`src/rtl/chain_dma_pkg.sv`:
```
package chain_dma_pkg;
  typedef enum logic [1:0] {
    WK_IDLE  = 2'd0,
    WK_FETCH = 2'd1,
    WK_COPY  = 2'd2,
    WK_WBACK = 2'd3
  } walk_state_e;

  localparam int          ST_SOP   = 31;
  localparam int          ST_EOP   = 30;
  localparam int          ST_OWN   = 29;
  localparam int          ST_EOQ   = 28;
  localparam int          ST_TDONE = 27;
  localparam int          ST_CRC   = 26;
  localparam logic [31:0] TD_MARK  = 32'hFFFF_FFFC;

  localparam logic [2:0]  RA_CTRL  = 3'd0;
  localparam logic [2:0]  RA_SRST  = 3'd1;
  localparam logic [2:0]  RA_TDOWN = 3'd2;
  localparam logic [2:0]  RA_HEAD  = 3'd3;
  localparam logic [2:0]  RA_CMPL  = 3'd4;
endpackage

```
`src/rtl/chain_dma_regs.sv`:
```
module chain_dma_regs
  import chain_dma_pkg::*;
#(
  parameter int RST_CYCLES = 4
) (
  input  logic        clk,
  input  logic        rst_n,
  input  logic        reg_wr,
  input  logic [2:0]  reg_addr,
  input  logic [31:0] reg_wdata,
  output logic [31:0] reg_rdata,
  input  logic        cmpl_valid,
  input  logic [31:0] cmpl_addr,
  input  logic [31:0] cur_ptr,
  input  logic        walker_idle,
  output logic        enable,
  output logic        start,
  output logic [31:0] start_addr,
  output logic        td_req,
  output logic        abort,
  output logic        done_evt
);
  localparam int RC_W = $clog2(RST_CYCLES) + 1;

  logic            en_q, en_d;
  logic            srst_q, srst_d;
  logic [RC_W-1:0] rcnt_q, rcnt_d;
  logic [31:0]     cp_q, cp_d;
  logic            done_q, done_d;
  logic            srst_done;
  logic            wr_ok, wr_cmpl;

  assign wr_ok     = reg_wr && !srst_q;
  assign wr_cmpl   = wr_ok && (reg_addr == RA_CMPL);
  assign srst_done = srst_q && walker_idle && (rcnt_q == RC_W'(RST_CYCLES - 1));

  always_comb begin
    en_d   = en_q;
    srst_d = srst_q;
    rcnt_d = rcnt_q;
    cp_d   = cp_q;
    done_d = done_q;
    if (wr_ok && reg_addr == RA_CTRL) en_d = reg_wdata[0];
    if (wr_ok && reg_addr == RA_SRST && reg_wdata[0]) srst_d = 1'b1;
    if (srst_q && walker_idle) rcnt_d = rcnt_q + RC_W'(1);
    if (cmpl_valid) begin
      cp_d   = cmpl_addr;
      done_d = 1'b1;
    end else if (wr_cmpl && reg_wdata == cp_q) begin
      done_d = 1'b0;
    end
    if (srst_done) begin
      en_d   = 1'b0;
      srst_d = 1'b0;
      rcnt_d = '0;
      cp_d   = '0;
      done_d = 1'b0;
    end
  end

  always_ff @(posedge clk or negedge rst_n) begin
    if (!rst_n) begin
      en_q   <= 1'b0;
      srst_q <= 1'b0;
      rcnt_q <= '0;
      cp_q   <= '0;
      done_q <= 1'b0;
    end else begin
      en_q   <= en_d;
      srst_q <= srst_d;
      rcnt_q <= rcnt_d;
      cp_q   <= cp_d;
      done_q <= done_d;
    end
  end

  assign enable     = en_q;
  assign abort      = srst_q;
  assign done_evt   = done_q;
  assign start      = wr_ok && (reg_addr == RA_HEAD) && (reg_wdata != 32'd0);
  assign start_addr = reg_wdata;
  assign td_req     = wr_ok && (reg_addr == RA_TDOWN) && reg_wdata[0];

  always_comb begin
    case (reg_addr)
      RA_CTRL: reg_rdata = {31'd0, en_q};
      RA_SRST: reg_rdata = {31'd0, srst_q};
      RA_HEAD: reg_rdata = cur_ptr;
      RA_CMPL: reg_rdata = cp_q;
      default: reg_rdata = 32'd0;
    endcase
  end

  // leaving soft reset leaves every register cleared
  assert_srst_clears_R9: assert property (@(posedge clk) disable iff (!rst_n)
    $fell(srst_q) |-> (!en_q && !done_q && cp_q == 32'd0));

  // the event only rises after a completion reported by the walker
  assert_done_source_R6: assert property (@(posedge clk) disable iff (!rst_n)
    $rose(done_q) |-> $past(cmpl_valid));
endmodule

```
`src/rtl/chain_dma_walker.sv`:
```
module chain_dma_walker
  import chain_dma_pkg::*;
#(
  parameter int LEN_W = 11
) (
  input  logic        clk,
  input  logic        rst_n,
  input  logic        enable,
  input  logic        start,
  input  logic [31:0] start_addr,
  input  logic        td_req,
  input  logic        abort,
  output logic        mem_req,
  output logic        mem_we,
  output logic [31:0] mem_addr,
  output logic [31:0] mem_wdata,
  input  logic        mem_ack,
  input  logic [31:0] mem_rdata,
  output logic        st_valid,
  output logic [31:0] st_data,
  output logic        cmpl_valid,
  output logic [31:0] cmpl_addr,
  output logic        err_evt,
  output logic        idle,
  output logic [31:0] cur_ptr
);
  localparam int CNT_W = LEN_W - 1;

  walk_state_e      st_q, st_d;
  logic [31:0]      cur_q, cur_d;
  logic [31:0]      nxt_q, nxt_d;
  logic [31:0]      buf_q, buf_d;
  logic [LEN_W-1:0] len_q, len_d;
  logic [31:0]      mode_q, mode_d;
  logic [1:0]       fidx_q, fidx_d;
  logic [CNT_W-1:0] wcnt_q, wcnt_d;
  logic             td_q, td_d;
  logic             tdhit_q, tdhit_d;
  logic             stv_q, stv_d;
  logic [31:0]      std_q, std_d;
  logic             err_q, err_d;

  logic [LEN_W:0]   len_p3;
  logic [CNT_W-1:0] words_tot;
  logic [LEN_W:0]   bytes_done;
  logic [LEN_W-1:0] xfer_len;
  logic [31:0]      wb_mode;
  logic             td_now;

  assign len_p3     = {1'b0, len_q} + (LEN_W + 1)'(3);
  assign words_tot  = len_p3[LEN_W:2];
  assign bytes_done = {wcnt_q, 2'b00};
  assign xfer_len   = (bytes_done > {1'b0, len_q}) ? len_q : bytes_done[LEN_W-1:0];
  assign td_now     = td_q | td_req;

  always_comb begin
    wb_mode                = mode_q;
    wb_mode[ST_OWN]        = 1'b0;
    wb_mode[LEN_W-1:0]     = xfer_len;
    if (nxt_q == 32'd0) wb_mode[ST_EOQ] = 1'b1;
    if (tdhit_q)        wb_mode[ST_TDONE] = 1'b1;
  end

  assign mem_req   = (st_q != WK_IDLE);
  assign mem_we    = (st_q == WK_WBACK);
  assign mem_wdata = wb_mode;

  always_comb begin
    case (st_q)
      WK_FETCH: mem_addr = cur_q + 32'({fidx_q, 2'b00});
      WK_COPY:  mem_addr = buf_q + 32'({wcnt_q, 2'b00});
      WK_WBACK: mem_addr = cur_q + 32'd12;
      default:  mem_addr = cur_q;
    endcase
  end

  always_comb begin
    st_d       = st_q;
    cur_d      = cur_q;
    nxt_d      = nxt_q;
    buf_d      = buf_q;
    len_d      = len_q;
    mode_d     = mode_q;
    fidx_d     = fidx_q;
    wcnt_d     = wcnt_q;
    td_d       = td_now;
    tdhit_d    = tdhit_q;
    stv_d      = 1'b0;
    std_d      = std_q;
    err_d      = 1'b0;
    cmpl_valid = 1'b0;
    cmpl_addr  = cur_q;
    case (st_q)
      WK_IDLE: begin
        if (abort) begin
          cur_d = 32'd0;
          td_d  = 1'b0;
        end else if (td_now) begin
          cmpl_valid = 1'b1;
          cmpl_addr  = TD_MARK;
          td_d       = 1'b0;
          cur_d      = 32'd0;
        end else if (start && enable) begin
          cur_d  = start_addr;
          fidx_d = 2'd0;
          st_d   = WK_FETCH;
        end
      end
      WK_FETCH: begin
        if (mem_ack) begin
          if (abort) begin
            st_d  = WK_IDLE;
            cur_d = 32'd0;
            td_d  = 1'b0;
          end else begin
            fidx_d = fidx_q + 2'd1;
            case (fidx_q)
              2'd0:    nxt_d  = mem_rdata;
              2'd1:    buf_d  = mem_rdata;
              2'd2:    len_d  = mem_rdata[LEN_W-1:0];
              default: mode_d = mem_rdata;
            endcase
            if (fidx_q == 2'd3) begin
              wcnt_d  = '0;
              tdhit_d = 1'b0;
              if (!mem_rdata[ST_OWN]) begin
                err_d = 1'b1;
                if (td_now) begin
                  cmpl_valid = 1'b1;
                  cmpl_addr  = TD_MARK;
                  td_d       = 1'b0;
                  st_d       = WK_IDLE;
                  cur_d      = 32'd0;
                end else if (nxt_q == 32'd0) begin
                  st_d  = WK_IDLE;
                  cur_d = 32'd0;
                end else if (enable) begin
                  cur_d  = nxt_q;
                  fidx_d = 2'd0;
                end else begin
                  st_d  = WK_IDLE;
                  cur_d = nxt_q;
                end
              end else if (td_now) begin
                tdhit_d = 1'b1;
                st_d    = WK_WBACK;
              end else if (words_tot == '0) begin
                st_d = WK_WBACK;
              end else begin
                st_d = WK_COPY;
              end
            end
          end
        end
      end
      WK_COPY: begin
        if (mem_ack) begin
          if (abort) begin
            st_d  = WK_IDLE;
            cur_d = 32'd0;
            td_d  = 1'b0;
          end else begin
            stv_d  = 1'b1;
            std_d  = mem_rdata;
            wcnt_d = wcnt_q + CNT_W'(1);
            if (td_now) begin
              tdhit_d = 1'b1;
              st_d    = WK_WBACK;
            end else if (wcnt_q + CNT_W'(1) == words_tot) begin
              st_d = WK_WBACK;
            end
          end
        end
      end
      default: begin
        if (mem_ack) begin
          st_d = WK_IDLE;
          if (abort) begin
            cur_d = 32'd0;
            td_d  = 1'b0;
          end else if (tdhit_q) begin
            cmpl_valid = 1'b1;
            cmpl_addr  = TD_MARK;
            td_d       = 1'b0;
            tdhit_d    = 1'b0;
            cur_d      = 32'd0;
          end else begin
            cmpl_valid = 1'b1;
            cmpl_addr  = cur_q;
            if (nxt_q == 32'd0) begin
              cur_d = 32'd0;
            end else begin
              cur_d = nxt_q;
              if (enable && !td_now) begin
                fidx_d = 2'd0;
                st_d   = WK_FETCH;
              end
            end
          end
        end
      end
    endcase
  end

  always_ff @(posedge clk or negedge rst_n) begin
    if (!rst_n) begin
      st_q    <= WK_IDLE;
      cur_q   <= '0;
      nxt_q   <= '0;
      buf_q   <= '0;
      len_q   <= '0;
      mode_q  <= '0;
      fidx_q  <= '0;
      wcnt_q  <= '0;
      td_q    <= 1'b0;
      tdhit_q <= 1'b0;
      stv_q   <= 1'b0;
      std_q   <= '0;
      err_q   <= 1'b0;
    end else begin
      st_q    <= st_d;
      cur_q   <= cur_d;
      nxt_q   <= nxt_d;
      buf_q   <= buf_d;
      len_q   <= len_d;
      mode_q  <= mode_d;
      fidx_q  <= fidx_d;
      wcnt_q  <= wcnt_d;
      td_q    <= td_d;
      tdhit_q <= tdhit_d;
      stv_q   <= stv_d;
      std_q   <= std_d;
      err_q   <= err_d;
    end
  end

  assign st_valid = stv_q;
  assign st_data  = std_q;
  assign err_evt  = err_q;
  assign idle     = (st_q == WK_IDLE);
  assign cur_ptr  = cur_q;

  // an unanswered request keeps its address, direction and data
  assert_req_hold_R10: assert property (@(posedge clk) disable iff (!rst_n)
    (mem_req && !mem_ack) |=> (mem_req && $stable(mem_addr) && $stable(mem_we) && $stable(mem_wdata)));

  // every status write-back hands the descriptor to software
  assert_wb_owner_clear_R4: assert property (@(posedge clk) disable iff (!rst_n)
    (mem_req && mem_we) |-> !mem_wdata[ST_OWN]);

  // a skip pulse is never followed by stream data from that descriptor
  assert_skip_no_stream_R7: assert property (@(posedge clk) disable iff (!rst_n)
    err_q |-> !stv_q);
endmodule

```
`src/rtl/chain_dma_channel.sv`:
```
module chain_dma_channel
  import chain_dma_pkg::*;
#(
  parameter int LEN_W      = 11,
  parameter int RST_CYCLES = 4
) (
  input  logic        clk,
  input  logic        rst_n,
  input  logic        reg_wr,
  input  logic [2:0]  reg_addr,
  input  logic [31:0] reg_wdata,
  output logic [31:0] reg_rdata,
  output logic        mem_req,
  output logic        mem_we,
  output logic [31:0] mem_addr,
  output logic [31:0] mem_wdata,
  input  logic        mem_ack,
  input  logic [31:0] mem_rdata,
  output logic        st_valid,
  output logic [31:0] st_data,
  output logic        done_evt,
  output logic        err_evt
);
  logic        enable, start, td_req, abort;
  logic [31:0] start_addr, cmpl_addr, cur_ptr;
  logic        cmpl_valid, walker_idle;

  chain_dma_regs #(.RST_CYCLES(RST_CYCLES)) u_regs (
    .clk        (clk),
    .rst_n      (rst_n),
    .reg_wr     (reg_wr),
    .reg_addr   (reg_addr),
    .reg_wdata  (reg_wdata),
    .reg_rdata  (reg_rdata),
    .cmpl_valid (cmpl_valid),
    .cmpl_addr  (cmpl_addr),
    .cur_ptr    (cur_ptr),
    .walker_idle(walker_idle),
    .enable     (enable),
    .start      (start),
    .start_addr (start_addr),
    .td_req     (td_req),
    .abort      (abort),
    .done_evt   (done_evt)
  );

  chain_dma_walker #(.LEN_W(LEN_W)) u_walker (
    .clk        (clk),
    .rst_n      (rst_n),
    .enable     (enable),
    .start      (start),
    .start_addr (start_addr),
    .td_req     (td_req),
    .abort      (abort),
    .mem_req    (mem_req),
    .mem_we     (mem_we),
    .mem_addr   (mem_addr),
    .mem_wdata  (mem_wdata),
    .mem_ack    (mem_ack),
    .mem_rdata  (mem_rdata),
    .st_valid   (st_valid),
    .st_data    (st_data),
    .cmpl_valid (cmpl_valid),
    .cmpl_addr  (cmpl_addr),
    .err_evt    (err_evt),
    .idle       (walker_idle),
    .cur_ptr    (cur_ptr)
  );
endmodule

```
`config.mk`:
```
export PLATFORM = sky130hd
export DESIGN_NAME = chain_dma_channel
export DESIGN_NICKNAME = d
export VERILOG_FILES = /design/src/rtl/chain_dma_pkg.sv /design/src/rtl/chain_dma_regs.sv /design/src/rtl/chain_dma_walker.sv /design/src/rtl/chain_dma_channel.sv
export SDC_FILE = /design/constraint.sdc
export NUM_CORES = 1
export LEC_CHECK = 0
export BUFFER_PORTS_ARGS = -buffer_cell sky130_fd_sc_hd__clkbuf_2
export CORE_UTILIZATION = 58
export DETAILED_ROUTE_END_ITERATION = 6
export PLACE_DENSITY = 0.9
export SLEW_MARGIN = 10
export SYNTH_ARGS = -nofsm -noshare
export SYNTH_HDL_FRONTEND = slang
export SYNTH_SLANG_ARGS = --single-unit
```
`constraint.sdc`:
```
create_clock -name clk -period 4.7 [get_ports clk]
set_input_delay 0.705 -clock clk [delete_from_list [all_inputs] [get_ports clk]]
set_output_delay 0.705 -clock clk [all_outputs]
set_load 0.01 [all_outputs]
```
==> out/results.tsv, run 1 <==
stage	metric	value	unit
run_status	status	complete, no violations	
clock_tree	clk_latency	0.53	ns
worst_setup_path	arrival	3.70	ns
sta	setup_tns	0	ns
clock_tree	cts_buffers	24	
yosys	yosysWarningCount	0	
sta	period_share	0.937	
sta	hold_viol	0	
sta	rsz0062_at_grt	no	
clock_tree	clock_path_buffers	3	
final_layout	num_antenna_cells	0	
routing	drcViolationCount	0	
yosys	synth_edf_count	0	
routing	detail-route-antenna-nets	0	
global_route	grt_pass1_vias	10500	
flow_run	cap_violations	0	
worst_setup_path	cp_data_required_time	3.99	ns
global_route	gr-usage-all-layers	0.331	
clock_tree	cts_setup_buffers	0	
final_layout	final_nets	1511	
power_and_ir_drop	peakVddDrop	413	uV
place	gp_congestion	0.998	
global_route	antenna_found_initial	0	
sta	drv_slew	0	
global_route	grt_max_degree	107	
yosys	synth_top_area_share	0.419	
final_layout	areaGrowthSynthToFinish	14.7	%
routing	routedWlPerCell	22.1	um
clock_tree	htreeDepth	1	
yosys	synth_most_common_cell	dfrtp_1	
sta	layout_min_cycle_time	4.40	ns
floorplan	rows	54	
power_and_ir_drop	total_power	9.74	mW
yosys	async_flop_share	1.00	
worst_setup_path	cp-end-kind	output port	
worst_setup_path	worstSetupStartpointType	flip-flop	
clock_tree	cts_resized	0	
global_route	grt_pass1_wl	57700	um
place	io_buffers	202	
floorplan	io-pin-count	204	
clock_tree	clock-sinks	215	
worst_setup_path	ff2ff_path_depth	9	
final_layout	multi_input_area	6860	um2
floorplan	die_h	151	um
sta	setup_violations	0	
routing	vias	11200	
clock_tree	clk_pin_slew_worst_paths	0.06	ns
clock_tree	cts_hold_buf	0	
yosys	yosysSeqAreaShare	0.419	
routing	first_pass_iters	6	
final_layout	fillers	1646	
routing	drt-total-wl	37700	um
power_and_ir_drop	p_leak	6.79	nW
worst_setup_path	worstSetupPathType	reg -> out	
worst_setup_path	endpoint	mem_addr[31]	
final_layout	regArea	5380	um2
worst_setup_path	cp-startpoint	u_walker.st_q[1]	
yosys	yosys.area.top_type	dfrtp_1	
final_layout	drive_above_1_share	0.320	
final_layout	final_util	0.677	
yosys	syn_inst	1254	
floorplan	dieArea	22700	um2
yosys	netlist_top_cells_area	dfrtp_1, mux2_2, a22o_1, o21ai_0, ha_1	
clock_tree	root_buffer	clkbuf_16	
yosys	synth_area	12800	um2
clock_tree	cts_tree	done	
routing	drt_iter0_markers	1078	
worst_setup_path	r2r_start	u_walker.st_q[0]	
worst_setup_path	worst-path-max-fanout	6	
floorplan	initial_core_util	0.590	
yosys	synth_cell_types	80	
routing	vias_per_cell	6.55	
power_and_ir_drop	p_per_area	661	nW/um2
sta	worst_pin_slew	1.19	ns
yosys	avgSynthCellArea	10.2	um2
yosys	ys_ff_latch	215	
worst_setup_path	r2r-end	u_walker.st_q[1]	
worst_setup_path	ff2ff_setup_slack	1.58	ns
sta	skew	0.0107	ns
yosys	synth_commonest_cells	dfrtp_1, mux2_2, o21ai_0	
global_route	overflow	0	
yosys	synth_ff_type	dfrtp_1	
min_path	hp-class	in -> async	
sta	relSlewSlack	0.201	
yosys	synth_nets	1360	
place	hpwl	27300	um
floorplan	fp.dieW	151	um
sta	fmax	227	MHz
floorplan	fp.coreArea	21800	um2
-- cell usage in the layout, fill, tap and decap left out, types with 15 or more instances in the layout --
cell type	n
dfrtp_1	215
clkbuf_2	201
mux2_2	167
o21ai_0	100
nor2_1	82
a22o_1	63
nand2_1	54
nand3_1	49
xor2_1	39
inv_1	36
ha_1	33
xnor2_1	30
a21oi_1	28
nor3_1	24
clkbuf_16	24
nand4_1	23
o211ai_1	22
nor4_1	22
buf_4	15
-- report_power, final --
group	total [mW]	internal (mW)	switching (mW)	leakage, nW
clock network	2.01	1.23	0.785	0.409
registers	3.56	2.62	0.941	2.74
logic	4.17	1.93	2.24	3.64
-- layout make-up --
type,count,share of cell area
Clock inverter,12,0.0124
Tap cell,280,0.0238
Inverter,37,0.00943
Multi-Input combinational cell,909,0.465
Clock buffer,32,0.0455
Sequential cell,215,0.365
Timing Repair Buffer,218,0.0782
-- metal layers --
layer | up-vias | global-route usage | share of wire
li1 | 4936 | - | -
met1 | 5419 | 0.462 | 0.41
met2 | 702 | 0.496 | 0.45
met3 | 106 | 0.0726 | 0.11
met4 | 0 | 0.139 | 0.041
met5 | - | 0 | 0
-- state kept, by name, indices dropped and copies added (netlist names), 2 cells and up --
| register | flops |
|---|---|
| u_walker.fidx_q | 2 |
| u_walker.mode_q | 20 |
| u_regs.rcnt_q | 3 |
| u_regs.cp_q | 32 |
| u_walker.cur_ptr | 32 |
| u_walker.len_q | 11 |
| u_walker.buf_q | 32 |
| u_walker.st_q | 2 |
| u_walker.wcnt_q | 10 |
| u_walker.nxt_q | 32 |
| u_walker.st_data | 32 |
-- worst min-delay path by stage --
stage / startpoint / to / slack (ns) / depth (start not counted)
3_5_place_dp: u_walker.mode_q[27] / u_walker.mode_q[27] / 0.49 / 1
5_1_grt: rst_n / u_regs.cp_q[26] / 0.37 / 1
3_3_place_gp: u_regs.rcnt_q[2] / u_regs.rcnt_q[2] / 0.46 / 2
4_1_cts: rst_n / u_walker.nxt_q[30] / 0.33 / 1
6_report: rst_n / u_walker.cur_ptr[28] / 0.25 / 1
2_1_floorplan: rst_n / u_regs.abort / 0.41 / 0
-- stage by stage --
step | hold slack [ns] | instances | area [um2] | setup slack, ns
finish | 0.250 | 1703 | 14700 | 0.298
global route | 0.370 | 1703 | 14700 | 0.0592
CTS | 0.327 | 1703 | 14700 | 0.329
detailed placement | 0.492 | 1659 | 13900 | 0.890
global placement | 0.460 | 1659 | 13900 | 0.934
floorplan | 0.409 | 1254 | 12800 | 0.820
-- cells by family (layout without fill, tap and decap cells) --
| family | after synthesis | in the layout | synth area share |
|---|---|---|---|
| flip-flops | 215 | 215 | 0.419 |
| adder cells (fa/ha/maj) | 35 | 35 | 0.0353 |
| multiplexers | 178 | 178 | 0.155 |
| AO/OA/AOI/OAI | 303 | 303 | 0.161 |
| other | 1 | 1 | 0.000292 |
| AND/OR/NAND/NOR | 322 | 322 | 0.130 |
| buffers and inverters | 130 | 299 | 0.0495 |
| XOR/XNOR | 70 | 70 | 0.0488 |
-- critical path, stage by stage, from the launching register on --
cell and delay (ns):
dfrtp_1 0.42, ha_1 0.23, or2_2 0.32, ha_1 0.28, a21oi_1 0.11, or4_4 0.53
nor4_4 0.41, nand3_2 0.14, mux2_4 0.32, a22oi_2 0.14, nand3_1 0.13, clkbuf_2 0.15
(Power assumes the default switching activity.)
==> run 2, diff against run 1 <==
--- a/config.mk
+++ b/config.mk
@@ -7,6 +7,7 @@
 export LEC_CHECK = 0
 export BUFFER_PORTS_ARGS = -buffer_cell sky130_fd_sc_hd__clkbuf_2
 export CORE_UTILIZATION = 58
+export CTS_CLUSTER_SIZE = 40
 export DETAILED_ROUTE_END_ITERATION = 6
 export PLACE_DENSITY = 0.9
 export SLEW_MARGIN = 10
==> constraint.sdc (replaced) <==
create_clock -name clk -period 5 [get_ports clk]
set_input_delay 0.75 -clock clk [delete_from_list [all_inputs] [get_ports clk]]
set_output_delay 0.75 -clock clk [all_outputs]
set_load 0.01 [all_outputs]
==> out/results.tsv, run 2 (synthesized netlist as in run 1, its figures left out) <==
stage	metric	value	unit
clock_tree	clock-sinks	215	
min_path	hp-class	in -> async	
global_route	overflow	0	
final_layout	drive_above_1_share	0.320	
floorplan	rows	54	
sta	worst_slack	0.426	ns
worst_setup_path	worstSetupPathType	reg -> out	
routing	drt_iter0_markers	1047	
routing	routedWlPerCell	21.9	um
routing	vias	11100	
sta	period_share	0.915	
final_layout	areaGrowthSynthToFinish	14.1	%
routing	first_pass_iters	6	
place	io_buffers	202	
worst_setup_path	cp-end-kind	output port	
floorplan	io-pin-count	204	
sta	hold_viol	0	
clock_tree	htreeDepth	1	
routing	vias_per_cell	6.54	
place	hpwl	27300	um
sta	worst_pin_slew	1.06	ns
sta	drv_slew	0	
global_route	grt_pass1_vias	10500	
sta	hold_ws	0.336	ns
worst_setup_path	worst-path-max-fanout	11	
sta	rsz0062_at_grt	no	
sta	relSlewSlack	0.291	
routing	drcViolationCount	0	
sta	setup_violations	0	
sta	fmax	219	MHz
sta	skew	0.0121	ns
flow_run	cap_violations	0	
place	gp_congestion	0.953	
clock_tree	clk_pin_slew_worst_paths	0.06	ns
run_status	status	complete, no violations	
final_layout	final_nets	1510	
clock_tree	cts_buffers	24	
final_layout	mostFrequentLayoutCells	dfrtp_1, clkbuf_2, mux2_2, o21ai_0, nor2_1	
floorplan	initial_core_util	0.590	
worst_setup_path	cp_data_required_time	4.25	ns
worst_setup_path	worstSetupStartpointType	flip-flop	
sta	layout_min_cycle_time	4.57	ns
power_and_ir_drop	p_leak	6.76	nW
global_route	gr-usage-all-layers	0.325	
clock_tree	clock_path_buffers	3	
global_route	grt_pass1_wl	56900	um
global_route	antenna_found_initial	1	
floorplan	fp.coreArea	21800	um2
floorplan	die_h	151	um
final_layout	final_util	0.674	
clock_tree	cts_tree	done	
routing	detail-route-antenna-nets	0	
global_route	grt_max_degree	115	
clock_tree	clk_latency	0.53	ns
floorplan	dieArea	22700	um2
power_and_ir_drop	p_per_area	615	nW/um2
power_and_ir_drop	peakVddDrop	330	uV
routing	drt-total-wl	37300	um
sta	setup_tns	0	ns
clock_tree	root_buffer	clkbuf_16	
clock_tree	cts_hold_buf	0	
place	dp_slack	0.855	ns
worst_setup_path	arrival	3.82	ns
floorplan	fp.dieW	151	um
final_layout	final_common_cell	dfrtp_1	
-- run 2: cell types whose count changed in the layout (fill, tap and decap cells not counted), sizes merged --
cell,change
diode,+1
bufinv,-2
buf,-1
clkinvlp,-1
clkinv,+1
-- run 2: through the flow --
stage / cell area [um2] / cells / total power, mW
floorplan: 12800 / 1254 / 5.87
global placement: 13900 / 1658 / 6.95
detailed placement: 13900 / 1658 / 7.12
CTS: 14700 / 1700 / 8.93
global route: 14700 / 1700 / 9.50
finish: 14700 / 1701 / 9.02
-- run 2: cell type report --
class                   instances  area [um2]
clock buffers                  32         681
diodes                          1        2.50
multi-input cells             909        6860
fillers                      1666        7100
well taps                     280         350
repair buffers                217        1130
clock inverters                10         116
inverters                      37         139
flip-flops and latches        215        5380
-- run 2: timing repair --
| action | in CTS | in global routing |
|---|---|---|
| setup buffers | 0 | 0 |
| gates resized for setup | 0 | 1 |
| endpoints found under the setup margin | 0 | 1 |
-- run 2: layer usage --
layer / up-vias / global-route usage / wire length (um)
li1: 4926 / - / -
met1: 5384 / 0.463 / 15400
met2: 696 / 0.489 / 16300
met3: 114 / 0.0623 / 4080
met4: 0 / 0.126 / 1480
met5: - / 0 / 0
-- run 2: report_power, final --
part | internal [mW] | switching [mW] | leakage [nW]
Sequential | 2.46 | 0.900 | 2.74
Clock | 1.06 | 0.715 | 0.390
Combinational | 1.81 | 2.07 | 3.63
Total | 5.33 | 3.69 | 6.76
-- run 2: worst paths after layout --
| check | slack, ns | cells past startpoint | to | start |
|---|---|---|---|---|
| max in group asynchronous | 3.52 | 2 | u_walker.buf_q[9] | rst_n |
| min reg2reg | 0.50 | 2 | u_regs.rcnt_q[2] | u_regs.rcnt_q[2] |
| max | 0.43 | 11 | mem_addr[14] | u_walker.wcnt_q[0] |
| min in group clk | 0.50 | 2 | u_regs.rcnt_q[2] | u_regs.rcnt_q[2] |
| max reg2reg | 1.64 | 7 | u_walker.st_q[1] | u_regs.abort |
| min | 0.34 | 1 | u_walker.cur_ptr[27] | rst_n |
-- run 2: worst max-delay path: stages (launching register included) --
cell and delay [ns]:
dfrtp_1 0.56, ha_1 0.24, inv_1 0.06, fa_1 0.46, nor2b_1 0.14, o21a_1 0.15, o21ai_0 0.17, a211oi_2 0.58
o21ai_0 0.22, xor2_1 0.17, o21ai_0 0.34, clkbuf_2 0.22
